==> src/rtl/prio_irq_pkg.sv <==
package prio_irq_pkg;
  localparam int          LVL_W      = 3;
  localparam logic [2:0]  LVL_TOP    = 3'd7;
  localparam logic [7:0]  NMI_VEC    = 8'h08;
  localparam logic [7:0]  VEC_BASE   = 8'h10;
  localparam logic [23:0] ENTRY_BASE = 24'hFFFF00;

  // vector assigned to maskable source idx
  function automatic logic [7:0] src_vector(input int idx);
    return VEC_BASE + 8'(idx * 4);
  endfunction

  // mask value after accepting a request of the given level
  function automatic logic [2:0] raise_mask(input logic [2:0] lvl);
    return (lvl == LVL_TOP) ? LVL_TOP : lvl + 3'd1;
  endfunction
endpackage

==> src/rtl/irq_pending_bank.sv <==
module irq_pending_bank #(
  parameter int N = 9
) (
  input  logic         clk,
  input  logic         rst_n,
  input  logic [N-1:0] set_i,
  input  logic [N-1:0] clr_i,
  output logic [N-1:0] pend_o
);
  logic [N-1:0] pend_q, pend_d;

  always_comb begin
    pend_d = (pend_q | set_i) & ~clr_i;
  end

  always_ff @(posedge clk or negedge rst_n) begin
    if (!rst_n) pend_q <= '0;
    else        pend_q <= pend_d;
  end

  assign pend_o = pend_q;
endmodule

==> src/rtl/irq_arbiter.sv <==
module irq_arbiter
  import prio_irq_pkg::*;
#(
  parameter int NUM_SRC = 8,
  localparam int IDX_W  = $clog2(NUM_SRC + 1)
) (
  input  logic [NUM_SRC:0]         pend_i,   // bit NUM_SRC is the non-maskable source
  input  logic [NUM_SRC*LVL_W-1:0] level_i,
  input  logic [LVL_W-1:0]         mask_i,
  output logic                     valid_o,
  output logic [LVL_W-1:0]         level_o,
  output logic [7:0]               vec_o,
  output logic [NUM_SRC:0]         grant_o
);
  logic             best_v;
  logic [LVL_W-1:0] best_l;
  logic [IDX_W-1:0] best_i;
  logic [LVL_W-1:0] lv;

  always_comb begin
    best_v = pend_i[NUM_SRC];
    best_l = LVL_TOP;
    best_i = IDX_W'(NUM_SRC);
    lv     = '0;
    // ascending scan with strict compare keeps the lowest index on a tie
    for (int i = 0; i < NUM_SRC; i++) begin
      lv = level_i[i*LVL_W +: LVL_W];
      if (pend_i[i] && lv != '0 && lv != LVL_TOP && lv >= mask_i &&
          (!best_v || lv > best_l)) begin
        best_v = 1'b1;
        best_l = lv;
        best_i = IDX_W'(i);
      end
    end
  end

  always_comb begin
    grant_o = '0;
    if (best_v) grant_o[best_i] = 1'b1;
    vec_o   = (best_i == IDX_W'(NUM_SRC)) ? NMI_VEC : src_vector(int'(best_i));
  end

  assign valid_o = best_v;
  assign level_o = best_l;
endmodule

==> src/rtl/irq_mask_nest.sv <==
module irq_mask_nest
  import prio_irq_pkg::*;
#(
  parameter int NEST_W       = 4,
  parameter int ENTRY_CYCLES = 3,
  localparam int NEST_MAX    = (1 << NEST_W) - 1,
  localparam int CNT_W       = $clog2(ENTRY_CYCLES + 1)
) (
  input  logic              clk,
  input  logic              rst_n,
  input  logic              accept_i,
  input  logic [LVL_W-1:0]  acc_level_i,
  input  logic              ret_i,
  input  logic              wr_i,
  input  logic [LVL_W-1:0]  wdata_i,
  output logic [LVL_W-1:0]  mask_o,
  output logic [NEST_W-1:0] nest_o,
  output logic              busy_o
);
  logic [LVL_W-1:0]  mask_q, mask_d;
  logic [NEST_W-1:0] nest_q, nest_d;
  logic [CNT_W-1:0]  cnt_q, cnt_d;
  logic              push;
  logic [LVL_W-1:0]  stk [NEST_MAX];

  always_comb begin
    mask_d = mask_q;
    nest_d = nest_q;
    push   = 1'b0;
    cnt_d  = (cnt_q != '0) ? cnt_q - 1'b1 : cnt_q;
    if (accept_i) begin
      mask_d = raise_mask(acc_level_i);
      cnt_d  = CNT_W'(ENTRY_CYCLES);
      if (nest_q != NEST_W'(NEST_MAX)) begin
        nest_d = nest_q + 1'b1;
        push   = 1'b1;
      end
    end else if (ret_i && nest_q != '0) begin
      mask_d = stk[nest_q - 1'b1];
      nest_d = nest_q - 1'b1;
    end else if (wr_i) begin
      mask_d = wdata_i;
    end
  end

  always_ff @(posedge clk or negedge rst_n) begin
    if (!rst_n) begin
      mask_q <= LVL_TOP;
      nest_q <= '0;
      cnt_q  <= '0;
    end else begin
      mask_q <= mask_d;
      nest_q <= nest_d;
      cnt_q  <= cnt_d;
    end
  end

  // save stack, written only under push enable
  always_ff @(posedge clk) begin
    if (push) stk[nest_q] <= mask_q;
  end

  assign mask_o = mask_q;
  assign nest_o = nest_q;
  assign busy_o = (cnt_q != '0);
endmodule

==> src/rtl/prio_irq_accept.sv <==
module prio_irq_accept
  import prio_irq_pkg::*;
#(
  parameter int NUM_SRC      = 8,
  parameter int NEST_W       = 4,
  parameter int ENTRY_CYCLES = 3
) (
  input  logic                     clk,
  input  logic                     rst_n,
  input  logic [NUM_SRC-1:0]       req_i,
  input  logic                     nmi_i,
  input  logic [NUM_SRC*LVL_W-1:0] level_cfg_i,
  input  logic                     ack_i,
  input  logic                     reti_i,
  input  logic                     mask_wr_i,
  input  logic [LVL_W-1:0]         mask_wdata_i,
  output logic                     irq_o,
  output logic [7:0]               vec_o,
  output logic [23:0]              entry_addr_o,
  output logic [LVL_W-1:0]         mask_o,
  output logic [NEST_W-1:0]        nest_o
);
  logic [NUM_SRC:0] pend, grant, clr;
  logic             win_v, busy, accept;
  logic [LVL_W-1:0] win_l, mask;
  logic [7:0]       win_vec;
  logic [7:0]       vec_q, vec_d;

  irq_pending_bank #(.N(NUM_SRC + 1)) u_pend (
    .clk    (clk),
    .rst_n  (rst_n),
    .set_i  ({nmi_i, req_i}),
    .clr_i  (clr),
    .pend_o (pend)
  );

  irq_arbiter #(.NUM_SRC(NUM_SRC)) u_arb (
    .pend_i  (pend),
    .level_i (level_cfg_i),
    .mask_i  (mask),
    .valid_o (win_v),
    .level_o (win_l),
    .vec_o   (win_vec),
    .grant_o (grant)
  );

  irq_mask_nest #(.NEST_W(NEST_W), .ENTRY_CYCLES(ENTRY_CYCLES)) u_mn (
    .clk         (clk),
    .rst_n       (rst_n),
    .accept_i    (accept),
    .acc_level_i (win_l),
    .ret_i       (reti_i),
    .wr_i        (mask_wr_i),
    .wdata_i     (mask_wdata_i),
    .mask_o      (mask),
    .nest_o      (nest_o),
    .busy_o      (busy)
  );

  assign irq_o  = win_v & ~busy;
  assign accept = ack_i & irq_o;
  assign clr    = accept ? grant : '0;

  always_comb begin
    vec_d = accept ? win_vec : vec_q;
  end

  always_ff @(posedge clk or negedge rst_n) begin
    if (!rst_n) vec_q <= '0;
    else        vec_q <= vec_d;
  end

  assign vec_o        = vec_q;
  assign entry_addr_o = ENTRY_BASE + {16'h0000, vec_q};
  assign mask_o       = mask;
endmodule

==> config.mk <==
export PLATFORM = sky130hd
export DESIGN_NAME = prio_irq_accept
export DESIGN_NICKNAME = d
export VERILOG_FILES = /design/src/rtl/prio_irq_pkg.sv /design/src/rtl/irq_pending_bank.sv /design/src/rtl/irq_arbiter.sv /design/src/rtl/irq_mask_nest.sv /design/src/rtl/prio_irq_accept.sv
export SDC_FILE = /design/constraint.sdc
export NUM_CORES = 1
export LEC_CHECK = 0
export ABC_CLOCK_PERIOD_IN_PS = 13550
export BUFFER_PORTS_ARGS = -buffer_cell sky130_fd_sc_hd__buf_2
export CAP_MARGIN = 20
export CORE_ASPECT_RATIO = 1.5
export CORE_MARGIN = 2
export CORE_UTILIZATION = 38
export CTS_CLUSTER_DIAMETER = 120
export CTS_CLUSTER_SIZE = 16
export DETAILED_ROUTE_END_ITERATION = 10
export PLACE_DENSITY_LB_ADDON = 0.12
export SYNTH_ARGS = -nofsm -noshare
export SYNTH_HDL_FRONTEND = slang
export SYNTH_SLANG_ARGS = --single-unit
==> constraint.sdc <==
create_clock -name clk -period 13.55 [get_ports clk]
set_clock_uncertainty 0.15 [all_clocks]
set_input_delay 0 -clock clk [delete_from_list [all_inputs] [get_ports clk]]
set_output_delay 0 -clock clk [all_outputs]
set_load 0.01 [all_outputs]
==> Word-level counts from Yosys, hierarchy flattened <==
Memory sizes are Yosys's and may differ from the RTL's.
Index checks and enable logic that the tools add are counted.
{ "classes": {"multipliers": 0, "muxes": 42, "eq_ne": 12, "order_cmp": 18, "n_div": 0, "reduce_logical": 64, "add_sub_neg": 6, "bitwise": 6, "shifts": 0} }
{ "op_table": {"columns": ["operator", "n"], "rows": [
  ["$mux 4", 11],
  ["$mux 3", 12],
  ["$logic_and 1x1->1", 34],
  ["$reduce_bool 3->1", 9],
  ["$ge 3x3->1", 8],
  ["$ne 3x3->1 const B", 8],
  ["$gt 3x3->1", 7],
  ["$mux 9", 2],
  ["$mux 1", 13],
  ["$add 9x9->10 const A", 1],
  ["$and 9x9->9", 1],
  ["$not 9->9", 1],
  ["$or 9x9->9", 1],
  ["$logic_not 1->1", 8],
  ["$logic_or 1x1->1", 8],
  ["$mux 8", 1],
  ["$add 5x6->7 const A", 1],
  ["$reduce_bool 2->1", 3],
  ["$lt 4x5->1 const B", 1],
  ["$add 4x1->4 const B", 1],
  ["$demux 1 s4", 1],
  ["$eq 4x4->1 const B", 1],
  ["$ge 4x1->1 const B", 1],
  ["$mux 2", 2],
  ["11 further kinds", 12]
]} }
{ "totals": {"latchBits": 0, "mem_bits_rw": 45, "inputBits": 41, "regBits": 26, "mem_bits_ro": 0, "n_memories": 1} }
{ "mem_list": {"columns": ["memory", "words", "word_bits", "rd", "rd_clocked_by_memory_dff", "write_ports", "line", "source"], "rows": [
  ["u_mn.stk", 15, 3, 1, 0, 1, "irq_mask_nest.sv:24", "logic [LVL_W-1:0] stk [NEST_MAX];"]
]} }

==> Logic depth before layout (Yosys ltp) <==
{ "logic_depth": {"depth_word": 42, "ltp_mapped": 67, "ltp_nobuf": 66} }

==> Cells and area by module <==
Synthesis repeated with hierarchy kept, for this count alone.
{ "unflattened": {"hier_cells": 499, "area_unflattened_um2": 5218.8} }
{ "modules_own_cells": {"columns": ["mod", "area_each_um2", "cells_each", "instances"], "rows": [
  ["irq_mask_nest", 2476.1, 169, 1],
  ["irq_arbiter", 1828.0, 258, 1],
  ["prio_irq_accept", 599.3, 54, 1],
  ["irq_pending_bank", 315.3, 18, 1]
]} }

==> Worst setup path after synthesis <==
Ideal clock, no wire load.
{ "synth_timing": {"kind": "reg2reg", "startpoint": "register u_mn.mask_q[2], in the netlist u_mn.mask_o[2]", "endpoint": "register u_mn.mask_q[1], in the netlist u_mn.mask_o[1]", "path_stages_with_launch": 59, "synth_period_minus_slack_ns": 11.156, "path_buffers": 1, "slack_ns": 2.394, "arrival_time_ns": 10.924, "setup_ns": 0.082, "cell_sequence": "dfstp_2 -> inv_1 -> ha_1 -> nand2_1 -> o21ai_0 -> nand2b_1 -> nor2_1 -> nand2_1 -> ha_1 -> a221oi_1 -> nor3_1 -> o22ai_1 -> mux2_2 -> ha_1 -> a21oi_1 -> a21oi_1 -> nand2_1 -> a21o_1 -> [23 not listed] -> a21oi_1 -> inv_1 -> o221ai_1 -> nand2_2 -> o21a_1 -> a32oi_1 -> ha_1 -> a21o_1 -> a21oi_1 -> a31oi_1 -> o21a_1 -> buf_2 -> inv_1 -> o211ai_2 -> a21boi_0 -> ha_1 -> nor2_1 -> a22oi_1"} }
{ "synth_between": {"elab_chain_len": 35} }
{ "synth_lines": {"columns": ["item", "line", "source"], "rows": [
  ["start: declaration", "irq_mask_nest.sv:20", "logic [LVL_W-1:0] mask_q, mask_d;"],
  ["start signal: assignment", "irq_mask_nest.sv:52", "mask_q <= mask_d;"],
  ["$ge 3x3->1", "irq_arbiter.sv:28", "if (pend_i[i] && lv != '0 && lv != LVL_TOP && lv >= mask_i &&"],
  ["$logic_and 1x1->1 (2 in series)", "irq_arbiter.sv:28", null],
  ["$mux 3 / $mux 1 (equally long branches)", "irq_arbiter.sv:28", null],
  ["$gt 3x3->1 / $logic_not 1->1 (equally long branches)", "irq_arbiter.sv:29", "(!best_v || lv > best_l)) begin"],
  ["$logic_or 1x1->1", "irq_arbiter.sv:29", null],
  ["$logic_and 1x1->1", "irq_arbiter.sv:28", null],
  ["$mux 3 / $mux 1 (equally long branches)", "irq_arbiter.sv:28", null],
  ["$gt 3x3->1 / $logic_not 1->1 (equally long branches)", "irq_arbiter.sv:29", null],
  ["[18 not listed]", null, null],
  ["$mux 3 / $mux 1 (equally long branches)", "irq_arbiter.sv:28", null],
  ["$gt 3x3->1 / $logic_not 1->1 (equally long branches)", "irq_arbiter.sv:29", null],
  ["$logic_or 1x1->1", "irq_arbiter.sv:29", null],
  ["$logic_and 1x1->1", "irq_arbiter.sv:28", null],
  ["$mux 3 / $mux 1 (equally long branches)", "irq_arbiter.sv:28", null],
  ["$add 3x1->3 (tied with other cells)", "prio_irq_pkg.sv:15", "return (lvl == LVL_TOP) ? LVL_TOP : lvl + 3'd1;"],
  ["$mux 3 / $and 1x1->1 (equally long branches)", "prio_irq_pkg.sv:15, prio_irq_accept.sv:61", null],
  ["$mux 3 / $reduce_bool 3->1 (equally long branches)", null, null]
]} }
Parallel ways exist; a longest one is shown, timed or not.
A chain may end at the register's enable or synchronous reset.

==> Worst setup path in the final report <==
{ "layout_timing": {"startpoint": "register u_mn.mask_q[2], in the netlist u_mn.mask_o[2]", "endpoint": "register u_mn.mask_q[0], in the netlist u_mn.mask_o[0]"} }
The elaborated chain is that of the path after synthesis.

==> impl_metrics.csv <==
group,metric,value,unit
routing,num_vias,4037,
timing,worstMarginPinSlew,965,ps
clock_network,clk_transition_reported_paths,60,ps
critical_path,cpMaxStageDelayCell,"dfstp_4",
floorplan,io_pins,81,
clock_network,cts_tree,"done",
clock_network,htreeDepth,3,
critical_path,critPathBufInv,6,
timing,finalCriticalPeriod,12630,ps
clock_network,clk_path_buf_depth,2,
routing,viasPerCell,5.54,
routing,drtIter0Drc,135,
placement,dp_slack,1010,ps
timing,final-max-slew-violation-count,0,
yosys,synth_cell_types,78,
yosys,syn_area,0.00501,mm2
global_routing,track_usage,0.199,
critical_path,crit_family,"compound AO/OA/AOI/OAI gates",
critical_path,cpMostUsedCell,"a21oi_1",
final_layout,drive_gt1_frac,0.228,
routing,firstDrtPassIters,4,
critical_path,worstPathArrival,12750,ps
yosys,synth.area.top_cells,"edfxtp_1 (27%), ha_1 (11%), dfrtp_1 (10%)",
timing,hold_violations,0,
clock_network,clk_latency,330,ps
timing,layout_setup_ws,921,ps
power_and_ir_drop,leakage,2.48,nW
placement,portBuffers,58,
global_routing,grt_start_max_net_pins,25,
final_layout,fin_cells,729,
floorplan,die_y,145,um
critical_path,endpoint_kind,"register",
yosys,ys_async_sr_fraction,0.338,
critical_path,worstPathRequired,13680,ps
final_layout,area_growth,17.8,%
power_and_ir_drop,p_per_area,222,mW/mm2
worst_hold_path,worst_hold_path_type,"input pin to asynchronous set/reset pin",
floorplan,floorplan.initialDensity,0.386,
yosys,synth_top_area_frac,0.270,
placement,place.gp.congestion,0.832,
yosys,yosys_warnings,0,
placement,dp_cells,690,
yosys,synth_seq_cells,68,
final_layout,mostFrequentLayoutCells,"buf_2 (58), ha_1 (45), edfxtp_1 (45)",
routing,routed_wl,13700,um
placement,dpl_cell_area,0.00534,mm2
critical_path,cp_slowest_stage_delay,730,ps
global_routing,grt_pass1_wl,21400,um
yosys,yosysSeqAreaShare,0.386,
routing,route.detailed.drc,0,
timing,rsz0062_at_grt,"no",
routing,wl_per_cell,18.8,um
critical_path,worstSetupStartpointType,"register",
flow_run,cap_violations,0,
final_layout,nets,651,
timing,tns,0,ps
critical_path,cp_max_fo,17,
yosys,syn_area_per_cell,10.3,um2
global_routing,overflow,0,
final_layout,diodes,0,
yosys,synth_flop_cell,"edfxtp_1",
floorplan,fp.dieArea,0.0141,mm2
global_routing,antenna_found_initial,1,
floorplan,core_area,0.0130,mm2
final_layout,final_area,0.00590,mm2
clock_network,clock_sinks,68,
timing,setup_violations,0,
floorplan,num_rows,51,
timing,finalCritPeriodShare,0.932,
power_and_ir_drop,report.power.total,1.31,mW
run_status,outcome,"complete, no violations",
timing,max_slew_margin,0.356,
yosys,synth_top_area_cell,"edfxtp_1",
clock_network,cts_buffers,9,
timing,clock.fmax,0.0792,GHz
power_and_ir_drop,max-vdd-ir-drop,0.0881,mV
floorplan,dieWidth,97.7,um
global_routing,grt_pass1_vias,4003,
yosys,synth_edf_count,45,
clock_network,clockRootBuffer,"clkbuf_16",
placement,dpl.hpwl,10600,um
yosys,syn_inst,487,
final_layout,final_common_cell,"buf_2",
routing,ant_nets,0,
critical_path,worst-setup-path-type,"register to register",
-- logic make-up after synthesis --
family / after synthesis / synth area share
other: 2 / 0.00150
adders and majority gates: 46 / 0.115
and+or+nand+nor: 150 / 0.159
buffers and inverters: 65 / 0.0710
DFF: 68 / 0.386
AOI/OAI and AO/OA: 133 / 0.201
muxes: 17 / 0.0567
xor gates and xnor gates: 6 / 0.0105
-- through the flow --
step / hold WS [ps] / util
floorplan: -446 / -
global placement: -120 / 0.412
detailed placement: -99.7 / 0.412
CTS: 104 / 0.450
global route: 137 / 0.455
finish: 83.9 / 0.455
-- final cells by class --
class | instances | area (um2)
Multi-Input combinational cell | 374 | 2820
Inverter | 29 | 116
Timing Repair Buffer | 83 | 523
Clock buffer | 11 | 233
Tap cell | 159 | 199
Sequential cell | 68 | 1930
Clock inverter | 5 | 77.6
Fill cell | 1287 | 7050
-- metal layers --
layer  GRT usage  wire length (um)
met5           0                 6
met4      0.0914               436
met3      0.0290               439
met2       0.368              7330
met1       0.224              5480
-- Yosys cell counts, types with 4 or more instances --
cell type  instances
edfxtp_1          45
ha_1              45
nand2_1           33
a21oi_1           30
inv_1             29
buf_4             27
nor2_1            27
nand3_1           26
dfrtp_1           20
o21ai_0           16
and2_1            11
nand2b_1          10
and3_1             9
mux4_2             9
a211oi_1           7
mux2i_1            7
o21a_1             7
or3_1              7
a31oi_1            6
o211ai_1           6
a21o_1             5
clkbuf_1           5
nor2b_1            5
nor3_1             4
o2111ai_1          4
xor2_1             4
-- final timing paths --
| path | cells after the start | from | to | slack (ps) |
|---|---|---|---|---|
| worst min register to register | 1 | u_pend.pend_o[6] | u_pend.pend_o[6] | 360 |
| worst max-delay path | 59 | u_mn.mask_o[2] | u_mn.mask_o[0] | 920 |
| worst min-delay path | 2 | rst_n | u_pend.pend_o[7] | 80 |
| worst max register to register | 59 | u_mn.mask_o[2] | u_mn.mask_o[0] | 920 |
| max in group asynchronous | 2 | rst_n | vec_o[4] | 12760 |
| min in group clk | 5 | level_cfg_i[17] | u_pend.pend_o[5] | 130 |
-- power by group --
group,switching [mW],internal (mW),total [mW],leakage [nW]
clock network,0.0894,0.161,0.250,0.150
registers,0.0589,0.276,0.335,0.646
logic,0.426,0.298,0.724,1.69
-- timing repair --
item / 4_1_cts / 5_1_grt
hold buffers: 18 / 0
setup endpoints to repair: 0 / 3
buffers inserted: 0 / 5
hold endpoints to repair: 40 / 0
gates resized for setup: 0 / 10
-- state kept, by name, summed over array words and instances (netlist names) --
signal         cells
u_mn.mask_o        3
u_mn.stk          45
vec_o              5
u_pend.pend_o      9
u_mn.nest_o        4
u_mn.cnt_q         2
No activity file was read; power rests on OpenSTA's default activity.
